$ cat config.mk
export PLATFORM = sky130hd
export DESIGN_NAME = adc_mode_ctl
export DESIGN_NICKNAME = d
export VERILOG_FILES = /design/src/rtl/adc_mc_pkg.sv /design/src/rtl/adc_mc_frame.sv /design/src/rtl/adc_mc_ctl.sv /design/src/rtl/adc_mc_seq.sv /design/src/rtl/adc_mode_ctl.sv
export SDC_FILE = /design/constraint.sdc
export NUM_CORES = 1
export LEC_CHECK = 0
export BUFFER_PORTS_ARGS = -buffer_cell sky130_fd_sc_hd__buf_2
export CORE_MARGIN = 2
export CORE_UTILIZATION = 49
export DETAILED_ROUTE_END_ITERATION = 10
export PLACE_DENSITY = 0.78
export SLEW_MARGIN = 10
export SYNTH_ARGS = -nofsm -noshare
export SYNTH_HDL_FRONTEND = slang
export SYNTH_HIERARCHICAL = 1
export SYNTH_SLANG_ARGS = --single-unit
$ cat constraint.sdc
create_clock -name clk -period 4.8 [get_ports clk]
set_input_delay 0.24 -clock clk [delete_from_list [all_inputs] [get_ports clk]]
set_output_delay 0.24 -clock clk [all_outputs]
set_load 0.02 [all_outputs]
$ cat src/rtl/adc_mc_pkg.sv
package adc_mc_pkg;

  typedef enum logic [1:0] {
    PWR_FULL    = 2'b00,
    PWR_PARTIAL = 2'b01,
    PWR_DOWN    = 2'b10
  } pwr_e;

  typedef enum logic [2:0] {
    ACT_NONE,
    ACT_SET,
    ACT_RESET,
    ACT_PARTIAL,
    ACT_DOWN
  } act_e;

  typedef enum logic [1:0] {
    SEQ_IDLE,
    SEQ_WAIT16,
    SEQ_ACQ,
    SEQ_CONV
  } seq_e;

  localparam logic [2:0] MODE_EXTCLK = 3'b000;
  localparam logic [2:0] MODE_EXTACQ = 3'b001;
  localparam logic [2:0] MODE_INTCLK = 3'b010;
  localparam logic [2:0] RANGE_DEFAULT = 3'b111;

  // Map a 3-bit mode code to the action it requests.
  function automatic act_e decode_mode(input logic [2:0] code);
    case (code)
      3'b000, 3'b001, 3'b010: decode_mode = ACT_SET;
      3'b100:                 decode_mode = ACT_RESET;
      3'b110:                 decode_mode = ACT_PARTIAL;
      3'b111:                 decode_mode = ACT_DOWN;
      default:                decode_mode = ACT_NONE;
    endcase
  endfunction

  // Sequencer state entered when a start byte is accepted in a given mode.
  function automatic seq_e first_state(input logic [2:0] mode);
    case (mode)
      MODE_EXTACQ: first_state = SEQ_WAIT16;
      MODE_INTCLK: first_state = SEQ_ACQ;
      default:     first_state = SEQ_CONV;
    endcase
  endfunction

  // Bit 3 of a valid byte set selects a mode byte.
  function automatic logic is_mode_byte(input logic [7:0] b);
    is_mode_byte = b[3];
  endfunction

endpackage

$ cat src/rtl/adc_mc_frame.sv
module adc_mc_frame (
  input  logic       clk,
  input  logic       rst_n,
  input  logic       cs_n,
  input  logic       sclk,
  input  logic       din,
  output logic       byte_valid,
  output logic [7:0] byte_data,
  output logic       start_rise,
  output logic       fall16,
  output logic       cs_rise
);
  localparam int BYTE_BITS = 8;
  localparam int ACQ_FALL  = 16;
  localparam int FCNT_W    = $clog2(ACQ_FALL) + 1;
  localparam int RCNT_W    = $clog2(BYTE_BITS) + 1;

  logic cs_q, cs_qq, sclk_q, sclk_qq, din_q;
  logic [RCNT_W-1:0] rcnt;
  logic [FCNT_W-1:0] fcnt;
  logic [7:0] shreg;
  logic bad;
  logic rise, fall;

  always_ff @(posedge clk or negedge rst_n) begin
    if (!rst_n) begin
      cs_q    <= 1'b1;
      cs_qq   <= 1'b1;
      sclk_q  <= 1'b0;
      sclk_qq <= 1'b0;
      din_q   <= 1'b0;
    end else begin
      cs_q    <= cs_n;
      cs_qq   <= cs_q;
      sclk_q  <= sclk;
      sclk_qq <= sclk_q;
      din_q   <= din;
    end
  end

  assign rise    = sclk_q & ~sclk_qq & ~cs_q;
  assign fall    = ~sclk_q & sclk_qq & ~cs_q;
  assign cs_rise = cs_q & ~cs_qq;

  always_ff @(posedge clk or negedge rst_n) begin
    if (!rst_n) begin
      rcnt  <= '0;
      fcnt  <= '0;
      shreg <= '0;
      bad   <= 1'b0;
    end else if (cs_q) begin
      rcnt <= '0;
      fcnt <= '0;
      bad  <= 1'b0;
    end else begin
      if (rise && rcnt < RCNT_W'(BYTE_BITS)) begin
        shreg <= {shreg[6:0], din_q};
        rcnt  <= rcnt + 1'b1;
        if (rcnt == '0 && !din_q) bad <= 1'b1;
      end
      if (fall && fcnt != '1) fcnt <= fcnt + 1'b1;
    end
  end

  assign byte_valid = fall && (fcnt == FCNT_W'(BYTE_BITS - 1)) &&
                      (rcnt == RCNT_W'(BYTE_BITS)) && !bad;
  assign byte_data  = shreg;
  assign start_rise = rise && (rcnt == '0) && din_q;
  assign fall16     = fall && (fcnt == FCNT_W'(ACQ_FALL - 1));

endmodule

$ cat src/rtl/adc_mc_ctl.sv
module adc_mc_ctl
  import adc_mc_pkg::*;
#(
  parameter int NCH = 8
) (
  input  logic           clk,
  input  logic           rst_n,
  input  logic           byte_valid,
  input  logic [7:0]     byte_data,
  input  logic           seq_busy,
  output logic [2:0]     mode_q,
  output pwr_e           pwr_q,
  output logic [NCH*3-1:0] chan_range,
  output logic           conv_start,
  output logic           cfg_reset
);
  act_e act;
  logic mode_byte, cfg_wr;

  assign mode_byte  = byte_valid && is_mode_byte(byte_data);
  assign act        = mode_byte ? decode_mode(byte_data[6:4]) : ACT_NONE;
  assign cfg_reset  = (act == ACT_RESET);
  assign cfg_wr     = byte_valid && !is_mode_byte(byte_data) &&
                      (pwr_q == PWR_FULL) && !seq_busy &&
                      (int'(byte_data[6:4]) < NCH);
  assign conv_start = cfg_wr;

  always_ff @(posedge clk or negedge rst_n) begin
    if (!rst_n) begin
      mode_q <= MODE_EXTCLK;
      pwr_q  <= PWR_FULL;
    end else begin
      case (act)
        ACT_SET: begin
          mode_q <= byte_data[6:4];
          pwr_q  <= PWR_FULL;
        end
        ACT_RESET: begin
          mode_q <= MODE_EXTCLK;
          pwr_q  <= PWR_FULL;
        end
        ACT_PARTIAL: if (pwr_q == PWR_FULL) pwr_q <= PWR_PARTIAL;
        ACT_DOWN:    pwr_q <= PWR_DOWN;
        default: ;
      endcase
    end
  end

  for (genvar i = 0; i < NCH; i++) begin : g_ch
    logic [2:0] rng_q;
    always_ff @(posedge clk or negedge rst_n) begin
      if (!rst_n)                                       rng_q <= RANGE_DEFAULT;
      else if (cfg_reset)                               rng_q <= RANGE_DEFAULT;
      else if (cfg_wr && int'(byte_data[6:4]) == i)     rng_q <= byte_data[2:0];
    end
    assign chan_range[i*3 +: 3] = rng_q;
  end

endmodule

$ cat src/rtl/adc_mc_seq.sv
module adc_mc_seq
  import adc_mc_pkg::*;
#(
  parameter int OSC_DIV    = 4,
  parameter int ACQ_TICKS  = 11,
  parameter int CONV_TICKS = 20
) (
  input  logic       clk,
  input  logic       rst_n,
  input  logic       conv_start,
  input  logic [2:0] conv_mode,
  input  logic       fall16,
  input  logic       cs_rise,
  input  logic       start_rise,
  output logic       busy,
  output logic       osc_en,
  output logic       sample_pulse,
  output logic       conv_done,
  output logic       sstrb
);
  localparam int MAXT  = (ACQ_TICKS > CONV_TICKS) ? ACQ_TICKS : CONV_TICKS;
  localparam int CNT_W = $clog2(MAXT + 1);
  localparam int DIV_W = $clog2(OSC_DIV + 1);

  seq_e state;
  logic [DIV_W-1:0] div;
  logic [CNT_W-1:0] cnt;
  logic tick, acq_end, conv_end;

  assign osc_en   = (state == SEQ_ACQ) || (state == SEQ_CONV);
  assign tick     = osc_en && (div == DIV_W'(OSC_DIV - 1));
  assign acq_end  = (state == SEQ_ACQ)  && tick && (cnt == CNT_W'(ACQ_TICKS - 1));
  assign conv_end = (state == SEQ_CONV) && tick && (cnt == CNT_W'(CONV_TICKS - 1));
  assign busy     = (state != SEQ_IDLE);
  assign conv_done = conv_end;

  assign sample_pulse = (state == SEQ_IDLE && conv_start && first_state(conv_mode) == SEQ_CONV) ||
                        (state == SEQ_WAIT16 && fall16) || acq_end;

  always_ff @(posedge clk or negedge rst_n) begin
    if (!rst_n)            div <= '0;
    else if (!osc_en)      div <= '0;
    else if (tick)         div <= '0;
    else                   div <= div + 1'b1;
  end

  always_ff @(posedge clk or negedge rst_n) begin
    if (!rst_n) begin
      state <= SEQ_IDLE;
      cnt   <= '0;
    end else begin
      case (state)
        SEQ_IDLE: if (conv_start) begin
          state <= first_state(conv_mode);
          cnt   <= '0;
        end
        SEQ_WAIT16: begin
          if (fall16)       state <= SEQ_CONV;
          else if (cs_rise) state <= SEQ_IDLE;
        end
        SEQ_ACQ: if (tick) begin
          if (acq_end) begin
            state <= SEQ_CONV;
            cnt   <= '0;
          end else cnt <= cnt + 1'b1;
        end
        SEQ_CONV: if (tick) begin
          if (conv_end) begin
            state <= SEQ_IDLE;
            cnt   <= '0;
          end else cnt <= cnt + 1'b1;
        end
        default: state <= SEQ_IDLE;
      endcase
    end
  end

  always_ff @(posedge clk or negedge rst_n) begin
    if (!rst_n)          sstrb <= 1'b0;
    else if (conv_done)  sstrb <= 1'b1;
    else if (start_rise) sstrb <= 1'b0;
  end

endmodule

$ cat src/rtl/adc_mode_ctl.sv
module adc_mode_ctl
  import adc_mc_pkg::*;
#(
  parameter int NCH        = 8,
  parameter int OSC_DIV    = 4,
  parameter int ACQ_TICKS  = 11,
  parameter int CONV_TICKS = 20
) (
  input  logic             clk,
  input  logic             rst_n,
  input  logic             cs_n,
  input  logic             sclk,
  input  logic             din,
  output logic             sstrb,
  output logic [2:0]       mode_o,
  output logic [1:0]       pwr_o,
  output logic             osc_en,
  output logic             sample_pulse,
  output logic [NCH*3-1:0] chan_range
);
  logic       byte_valid, start_rise, fall16, cs_rise;
  logic [7:0] byte_data;
  logic       seq_busy, conv_start, conv_done, cfg_reset;
  logic [2:0] mode_q;
  pwr_e       pwr_q;

  adc_mc_frame frame_i (
    .clk(clk), .rst_n(rst_n), .cs_n(cs_n), .sclk(sclk), .din(din),
    .byte_valid(byte_valid), .byte_data(byte_data),
    .start_rise(start_rise), .fall16(fall16), .cs_rise(cs_rise)
  );

  adc_mc_ctl #(.NCH(NCH)) ctl_i (
    .clk(clk), .rst_n(rst_n), .byte_valid(byte_valid), .byte_data(byte_data),
    .seq_busy(seq_busy), .mode_q(mode_q), .pwr_q(pwr_q),
    .chan_range(chan_range), .conv_start(conv_start), .cfg_reset(cfg_reset)
  );

  adc_mc_seq #(.OSC_DIV(OSC_DIV), .ACQ_TICKS(ACQ_TICKS), .CONV_TICKS(CONV_TICKS)) seq_i (
    .clk(clk), .rst_n(rst_n), .conv_start(conv_start), .conv_mode(mode_q),
    .fall16(fall16), .cs_rise(cs_rise), .start_rise(start_rise),
    .busy(seq_busy), .osc_en(osc_en), .sample_pulse(sample_pulse),
    .conv_done(conv_done), .sstrb(sstrb)
  );

  assign mode_o = mode_q;
  assign pwr_o  = pwr_q;

endmodule

## Yosys cells after proc, flatten, opt, wreduce, memory -nomap -nowiden

Cells that the tools add are included.

- Register bits: 62
- Logic and storage cells: 184

- Add/sub/neg operators: 4
- Order comparisons: 1
- Equal/unequal tests: 36
- Multiplexer cells: 47
- Bitwise logic cells: 9
- Reductions and logical operators: 64

Operators with widths:

| operator | number |
|---|---|
| 3-bit two-way mux | 19 |
| 5-bit two-way mux | 7 |
| 1-bit logical AND | 29 |
| 2-bit nonzero test | 14 |
| 3-bit == test (second input constant) | 8 |
| 3-bit by 2-bit == test with 1-bit output (second input constant) | 7 |
| 2-bit two-way mux | 8 |
| 5-bit one-hot mux with 3 select lines | 1 |
| 3-bit by 1-bit == test with 1-bit output (second input constant) | 4 |
| 3-bit one-hot mux with 4 select lines | 1 |
| 5-bit by 1-bit adder with 5-bit output (second input constant) | 2 |
| 5-bit by 4-bit == test with 1-bit output (second input constant) | 2 |
| 4-bit two-way mux | 2 |
| 2-bit by 1-bit != test with 1-bit output (second input constant) | 4 |
| 2-bit one-hot mux with 4 select lines | 1 |
| 2-bit == test (second input constant) | 3 |
| 3-bit logical NOT | 2 |
| 2-bit one-hot mux with 3 select lines | 1 |
| 3-bit one-hot mux with 2 select lines | 1 |
| 2-bit AND reduction | 3 |
| 6-bit AND reduction | 1 |
| 3-bit nonzero test | 2 |
| 1-bit bitwise AND | 5 |
| 5-bit by 3-bit == test with 1-bit output (second input constant) | 1 |
| 19 further kinds | 33 |

## Depth between registers and ports, before layout

- Depth after elaboration: 13
- Gate-level depth with buffers: 10
- Depth with buffers taken out: 10

## Cells and area by module

The synthesis kept the hierarchy.

Modules (own cells, without submodules):

| module | instances | cells an instance | area an instance (sq um) | sequential area each (sq um) |
|---|---|---|---|---|
| adc_mc_ctl | 1 | 132 | 1436.4 | 755.7 |
| adc_mc_frame | 1 | 77 | 1017.2 | 578.1 |
| adc_mc_seq | 1 | 73 | 690.7 | 275.3 |

## Least setup slack after synthesis

OpenSTA, ideal clock, no wires.

- Path type: register to register
- Start point: register frame_i.rcnt[0]
- End point: register seq_i.cnt[2]
- Setup time: 0.122 ns
- Data arrival time: 2.713 ns
- Required time: 4.678 ns
- Setup slack: 1.965 ns
- Stages on the path, launching flop included: 11
- Clock period less this slack: 2.835 ns
- Path through: dfrtp_1 > inv_1 > ha_1 > nor2b_1 > nand4_1 > nor4_1 > nor2b_1 > nor4b_1 > or3b_4 > a22o_1 > a32o_1

- Longest elaborated chain between the ends: 8

Ends and longest elaborated chain:

| item | line | RTL |
|---|---|---|
| from (decl) | adc_mc_frame.sv:19 | `logic [RCNT_W-1:0] rcnt;` |
| from (signal assigned) | adc_mc_frame.sv:58 | `rcnt <= rcnt + 1'b1;` |
| 4-bit == test | adc_mc_frame.sv:66 | `(rcnt == RCNT_W'(BYTE_BITS)) && !bad;` |
| 1-bit logical AND | adc_mc_frame.sv:65 | `assign byte_valid = fall && (fcnt == FCNT_W'(BYTE_BITS - 1)) &&` |
| 1-bit logical AND | adc_mc_frame.sv:66 |  |
| via byte_valid | adc_mode_ctl.sv:21 | `logic byte_valid, start_rise, fall16, cs_rise;` |
| 1-bit logical AND (2 in a row) | adc_mc_ctl.sv:23 | `assign cfg_wr = byte_valid && !is_mode_byte(byte_data) &&` |
| 1-bit logical AND | adc_mc_ctl.sv:24 | `(pwr_q == PWR_FULL) && !seq_busy &&` |
| via conv_start | adc_mode_ctl.sv:23 | `logic seq_busy, conv_start, conv_done, cfg_reset;` |
| 2-bit != test (no line) | - |  |
| 4-bit AND reduction (no line) | - |  |
| to (signal assigned) | adc_mc_seq.sv:65 | `end else cnt <= cnt + 1'b1;` |
| to (signal assigned) | adc_mc_seq.sv:71 | `end else cnt <= cnt + 1'b1;` |
| to (decl) | adc_mc_seq.sv:27 | `logic [CNT_W-1:0] cnt;` |

The timed path passes the listed nets, and every way through them passes these cells.
A chain may end at the register's enable or synchronous reset.

## Worst setup path after layout

- Start point: register frame_i.rcnt[0]
- End point: output sample_pulse

- Longest elaborated chain between the ends: 10

Ends and longest elaborated chain:

| item | line | RTL |
|---|---|---|
| 4-bit == test | adc_mc_frame.sv:66 |  |
| 1-bit logical AND | adc_mc_frame.sv:65 |  |
| 1-bit logical AND | adc_mc_frame.sv:66 |  |
| via byte_valid | adc_mode_ctl.sv:21 |  |
| 1-bit logical AND (2 in a row) | adc_mc_ctl.sv:23 |  |
| 1-bit logical AND | adc_mc_ctl.sv:24 |  |
| via conv_start | adc_mode_ctl.sv:23 |  |
| 1-bit logical AND (2 in a row) | adc_mc_seq.sv:37 | `assign sample_pulse = (state == SEQ_IDLE && conv_start && first_state(conv_mode) == SEQ_CONV) \|\|` |
| 1-bit logical OR | adc_mc_seq.sv:37 |  |
| 1-bit logical OR | adc_mc_seq.sv:38 | `(state == SEQ_WAIT16 && fall16) \|\| acq_end;` |
| to (decl) | adc_mode_ctl.sv:18 | `output logic sample_pulse,` |

The timed path passes the listed nets, and every way through them passes these cells.

==> impl_results.html <==
<table>
<tr><th>Metric</th><th>Value</th></tr>
<tr><th colspan="2">Run status</th></tr>
<tr><td>Outcome</td><td>finished clean</td></tr>
<tr><th colspan="2">Logic synthesis</th></tr>
<tr><td>Mean instance size in the synthesized netlist</td><td>11.1 um^2</td></tr>
<tr><td>Mapped Cells</td><td>279</td></tr>
<tr><td>Yosys warns</td><td>6</td></tr>
<tr><td>Synthesized cell area</td><td>3100 um^2</td></tr>
<tr><td>Synthesized net count</td><td>294</td></tr>
<tr><th colspan="2">Setup path</th></tr>
<tr><td>Crit path cell chain</td><td>inv_1, ha_1, nor2b_1, nand4_1, nor4_1, nor2b_1, nor4b_1, and2b_2, a22oi_1, o32ai_1, buf_2</td></tr>
<tr><td>Kind of launch point of the worst setup path</td><td>flop</td></tr>
<tr><td>Critical Path RT</td><td>4560 ps</td></tr>
<tr><td>Worst Setup SP</td><td>frame_i/rcnt[0]$_DFFE_PN0P_</td></tr>
<tr><td>Worst setup path class</td><td>flop to primary output</td></tr>
<tr><td>Path length in cells of the critical path</td><td>11</td></tr>
<tr><td>Most frequent cell on the critical path</td><td>nor2b_1</td></tr>
<tr><td>Cell depth of the worst flop-to-flop path</td><td>10</td></tr>
<tr><td>Slowest cell on crit path</td><td>nor4_1</td></tr>
<tr><td>Combined buffer and inverter count along the critical path</td><td>2</td></tr>
<tr><td>Largest stage delay on the critical path</td><td>620 ps</td></tr>
<tr><td>Worst r2r src</td><td>frame_i/rcnt[0]$_DFFE_PN0P_</td></tr>
<tr><td>Maximum fanout count along the critical path</td><td>6</td></tr>
<tr><td>Element type at the critical path end</td><td>primary output</td></tr>
<tr><td>Arrival time of the worst setup path</td><td>3380 ps</td></tr>
<tr><td>Critical path's top delay family</td><td>simple AND/OR/NAND/NOR gates</td></tr>
<tr><th colspan="2">STA</th></tr>
<tr><td>Unrepaired setup endpoints after global routing</td><td>false</td></tr>
<tr><td>Actual slew at the worst max-slew pin</td><td>812 ps</td></tr>
<tr><td>Final-report hold violation count</td><td>0</td></tr>
<tr><td>Worst hold slack</td><td>45.5 ps</td></tr>
<tr><td>Final Max Tran Viols</td><td>0</td></tr>
<tr><td>Achievable Freq</td><td>276 MHz</td></tr>
<tr><td>Count of endpoints failing setup in the final report</td><td>0</td></tr>
<tr><td>Min Tclk post-route</td><td>3620 ps</td></tr>
<tr><td>Part of the cycle the worst path needs</td><td>75.4%</td></tr>
<tr><td>Worst slew margin</td><td>45.6%</td></tr>
<tr><td>Worst Skew</td><td>14.2 ps</td></tr>
<tr><td>Total Neg Setup Slack</td><td>0 ps</td></tr>
<tr><th colspan="2">Clock tree</th></tr>
<tr><td>Setup fix buffers added after clock tree synthesis</td><td>0</td></tr>
<tr><td>Clock transition at the registers of the reported paths</td><td>60 ps</td></tr>
<tr><td>Insertion delay of the later-clocked pin in the worst-skew pair</td><td>350 ps</td></tr>
<tr><td>Root Driver</td><td>clkbuf_8</td></tr>
<tr><td>Maximum clock path buffer count</td><td>2</td></tr>
<tr><td>Maximum level of the CTS H-tree</td><td>3</td></tr>
<tr><td>Number of buffers created by CTS</td><td>9</td></tr>
<tr><td>TritonCTS clock tree</td><td>yes</td></tr>
<tr><td>Number of clock sinks</td><td>62</td></tr>
<tr><th colspan="2">Floorplanning</th></tr>
<tr><td>Width of the chip</td><td>83.6 um</td></tr>
<tr><td>Die outline height</td><td>83.6 um</td></tr>
<tr><td>Number of placed I/O pins</td><td>37</td></tr>
<tr><td># rows</td><td>28</td></tr>
<tr><td>Area enclosed by the die boundary</td><td>6990 um^2</td></tr>
<tr><td>Starting density of the core</td><td>51.5%</td></tr>
<tr><td>Floorplan Core Area</td><td>6030 um^2</td></tr>
<tr><th colspan="2">Run</th></tr>
<tr><td># Max-Cap Violations</td><td>0</td></tr>
<tr><th colspan="2">Global routing</th></tr>
<tr><td>Number of antenna violations at the first check in global routing</td><td>0</td></tr>
<tr><td>GR Layer Usage met1</td><td>24.8%</td></tr>
<tr><td>Met2 capacity usage during global routing</td><td>30.3%</td></tr>
<tr><td>Total overflow reported by the global router</td><td>0</td></tr>
<tr><td>Most utilized layer in the global route result</td><td>met2</td></tr>
<tr><td>Number of global-route vias before repair</td><td>2311</td></tr>
<tr><td>Global-route total usage across every layer</td><td>19.4%</td></tr>
<tr><td>Pin count of the biggest net entering global routing</td><td>63</td></tr>
<tr><td>Global routing met3 resource utilization</td><td>6.13%</td></tr>
<tr><td>Wire length of the first global-routing pass</td><td>11000 um</td></tr>
<tr><th colspan="2">Pwr</th></tr>
<tr><td>Leakage</td><td>1.72 nW</td></tr>
<tr><td>Net Switching</td><td>369 uW</td></tr>
<tr><td>Combinational power share</td><td>12.7%</td></tr>
<tr><td>Proportion of power drawn by the clock network</td><td>38.9%</td></tr>
<tr><td>Worst VDD drop</td><td>0.235 mV</td></tr>
<tr><td>Power density relative to cell area</td><td>361 nW/um^2</td></tr>
<tr><td>Part of the power in registers</td><td>48.4%</td></tr>
<tr><td>Sum of internal, switching and leakage power</td><td>1.28 mW</td></tr>
<tr><td>Cell-internal power</td><td>913 uW</td></tr>
<tr><td>Fraction of power spent switching nets</td><td>28.8%</td></tr>
<tr><th colspan="2">Layout</th></tr>
<tr><td>Relative area change from synthesis to final layout</td><td>14.5%</td></tr>
<tr><td>Fill cell instance count of the final layout</td><td>500</td></tr>
<tr><td>Inserted Diodes</td><td>0</td></tr>
<tr><td>Nets</td><td>328</td></tr>
<tr><td>Final standard cell count with taps included and fillers excluded</td><td>393</td></tr>
<tr><td>Proportion of layout cells with a drive suffix above 1</td><td>30.2%</td></tr>
<tr><th colspan="2">Placed design</th></tr>
<tr><td>Number of placed cells counting well taps</td><td>374</td></tr>
<tr><td>Half-perimeter wire length of the detailed placement result</td><td>4070 um</td></tr>
<tr><td>Routability congestion estimate</td><td>0.789</td></tr>
<tr><td>Number of input and output port buffers inserted</td><td>36</td></tr>
<tr><th colspan="2">Route</th></tr>
<tr><td>Detailed-route vias per instance</td><td>5.77</td></tr>
<tr><td>Avg WL per Cell</td><td>15.8 um</td></tr>
<tr><td>Detailed router's first-iteration violation count</td><td>151</td></tr>
<tr><td>Drt pass-1 iters</td><td>5</td></tr>
<tr><td>Residual DRC</td><td>0</td></tr>
<tr><td>Drt total wl</td><td>6210 um</td></tr>
<tr><td>Count of vias placed by the detailed router</td><td>2268</td></tr>
<tr><td>Post-DRT Antenna Nets</td><td>0</td></tr>
<tr><th colspan="2">Hold path</th></tr>
<tr><td>Tightest Hold Check Type</td><td>input port to asynchronous set/reset pin</td></tr>
</table>
final cells by class:
cell class	count	area [um^2]	area share, %
inverter	18	67.6	1.90
clock buffer	13	180	5.07
tap	75	93.8	2.64
clock inverter	3	40.0	1.13
sequential	62	1580	44.6
timing repair buffer	40	218	6.12
multi-input combinational	182	1370	38.6
what timing repair did:
item                       4_1_cts  5_1_grt
gates resized for setup          0        0
hold endpoints to repair         3        0
setup endpoints to repair        0        0
hold buffers                     3        0
stage by stage:
stage | setup slack (ps) | utilization (%) | area [um^2]
global placement | 1640 | 54.8 | 3300
floorplan | 1970 | - | 3100
finish | 1180 | 59.0 | 3550
detailed placement | 1460 | 54.8 | 3300
global route | 858 | 59.0 | 3550
CTS | 1160 | 59.0 | 3550
layout by cell type, fill, tap and decap left out, types with 6 or more instances in the layout:
cell type and count:
buf_2 36, mux2_2 8, or3_1 6, nor2_1 10, ha_1 10, a21oi_1 23, dfstp_2 26, nand3_1 10
o311ai_1 6, dfrtp_1 36, clkbuf_8 11, inv_1 18, mux2i_1 20, nand2_1 8
registers in the layout, indices dropped and copies added, names as in the netlist, 2 cells and up:
register           flops
frame_i/fcnt           5
frame_i/byte_data      7
seq_i/div              3
frame_i/rcnt           4
seq_i/cnt              5
seq_i/state            2
ctl_i/mode_q           3
ctl_i/g_ch.rng_q      24
ctl_i/pwr_q            2
power by group through the flow:
stage,Clock [mW],Combinational [mW],Sequential [mW]
6_report,0.498,0.163,0.620
5_1_grt,0.538,0.181,0.632
4_1_cts,0.506,0.161,0.620
3_5_place_dp,0,0.158,0.629
3_3_place_gp,0,0.156,0.626
2_1_floorplan,0,0.158,0.589
metal layers:
layer	vias up	wire [um]	part of all wire, %
met2	49	2960	48
li1	1090	-	-
met5	-	0	0
met4	0	117	1.9
met3	10	266	4.3
met1	1119	2860	46
path summary, 6_finish.rpt:
check,endpoint,slack (ps)
setup reg to reg,seq_i/cnt[2]$_DFFE_PN0P_,1370
min in group clk,seq_i/div[0]$_DFF_PN0_,450
hold / removal,frame_i/sclk_qq$_DFF_PN0_,50
setup / recovery,sample_pulse,1180
hold reg to reg,seq_i/div[0]$_DFF_PN0_,450
max in group asynchronous,ctl_i/pwr_q[0]$_DFFE_PN0P_,4250
(Power assumes the default switching activity.)
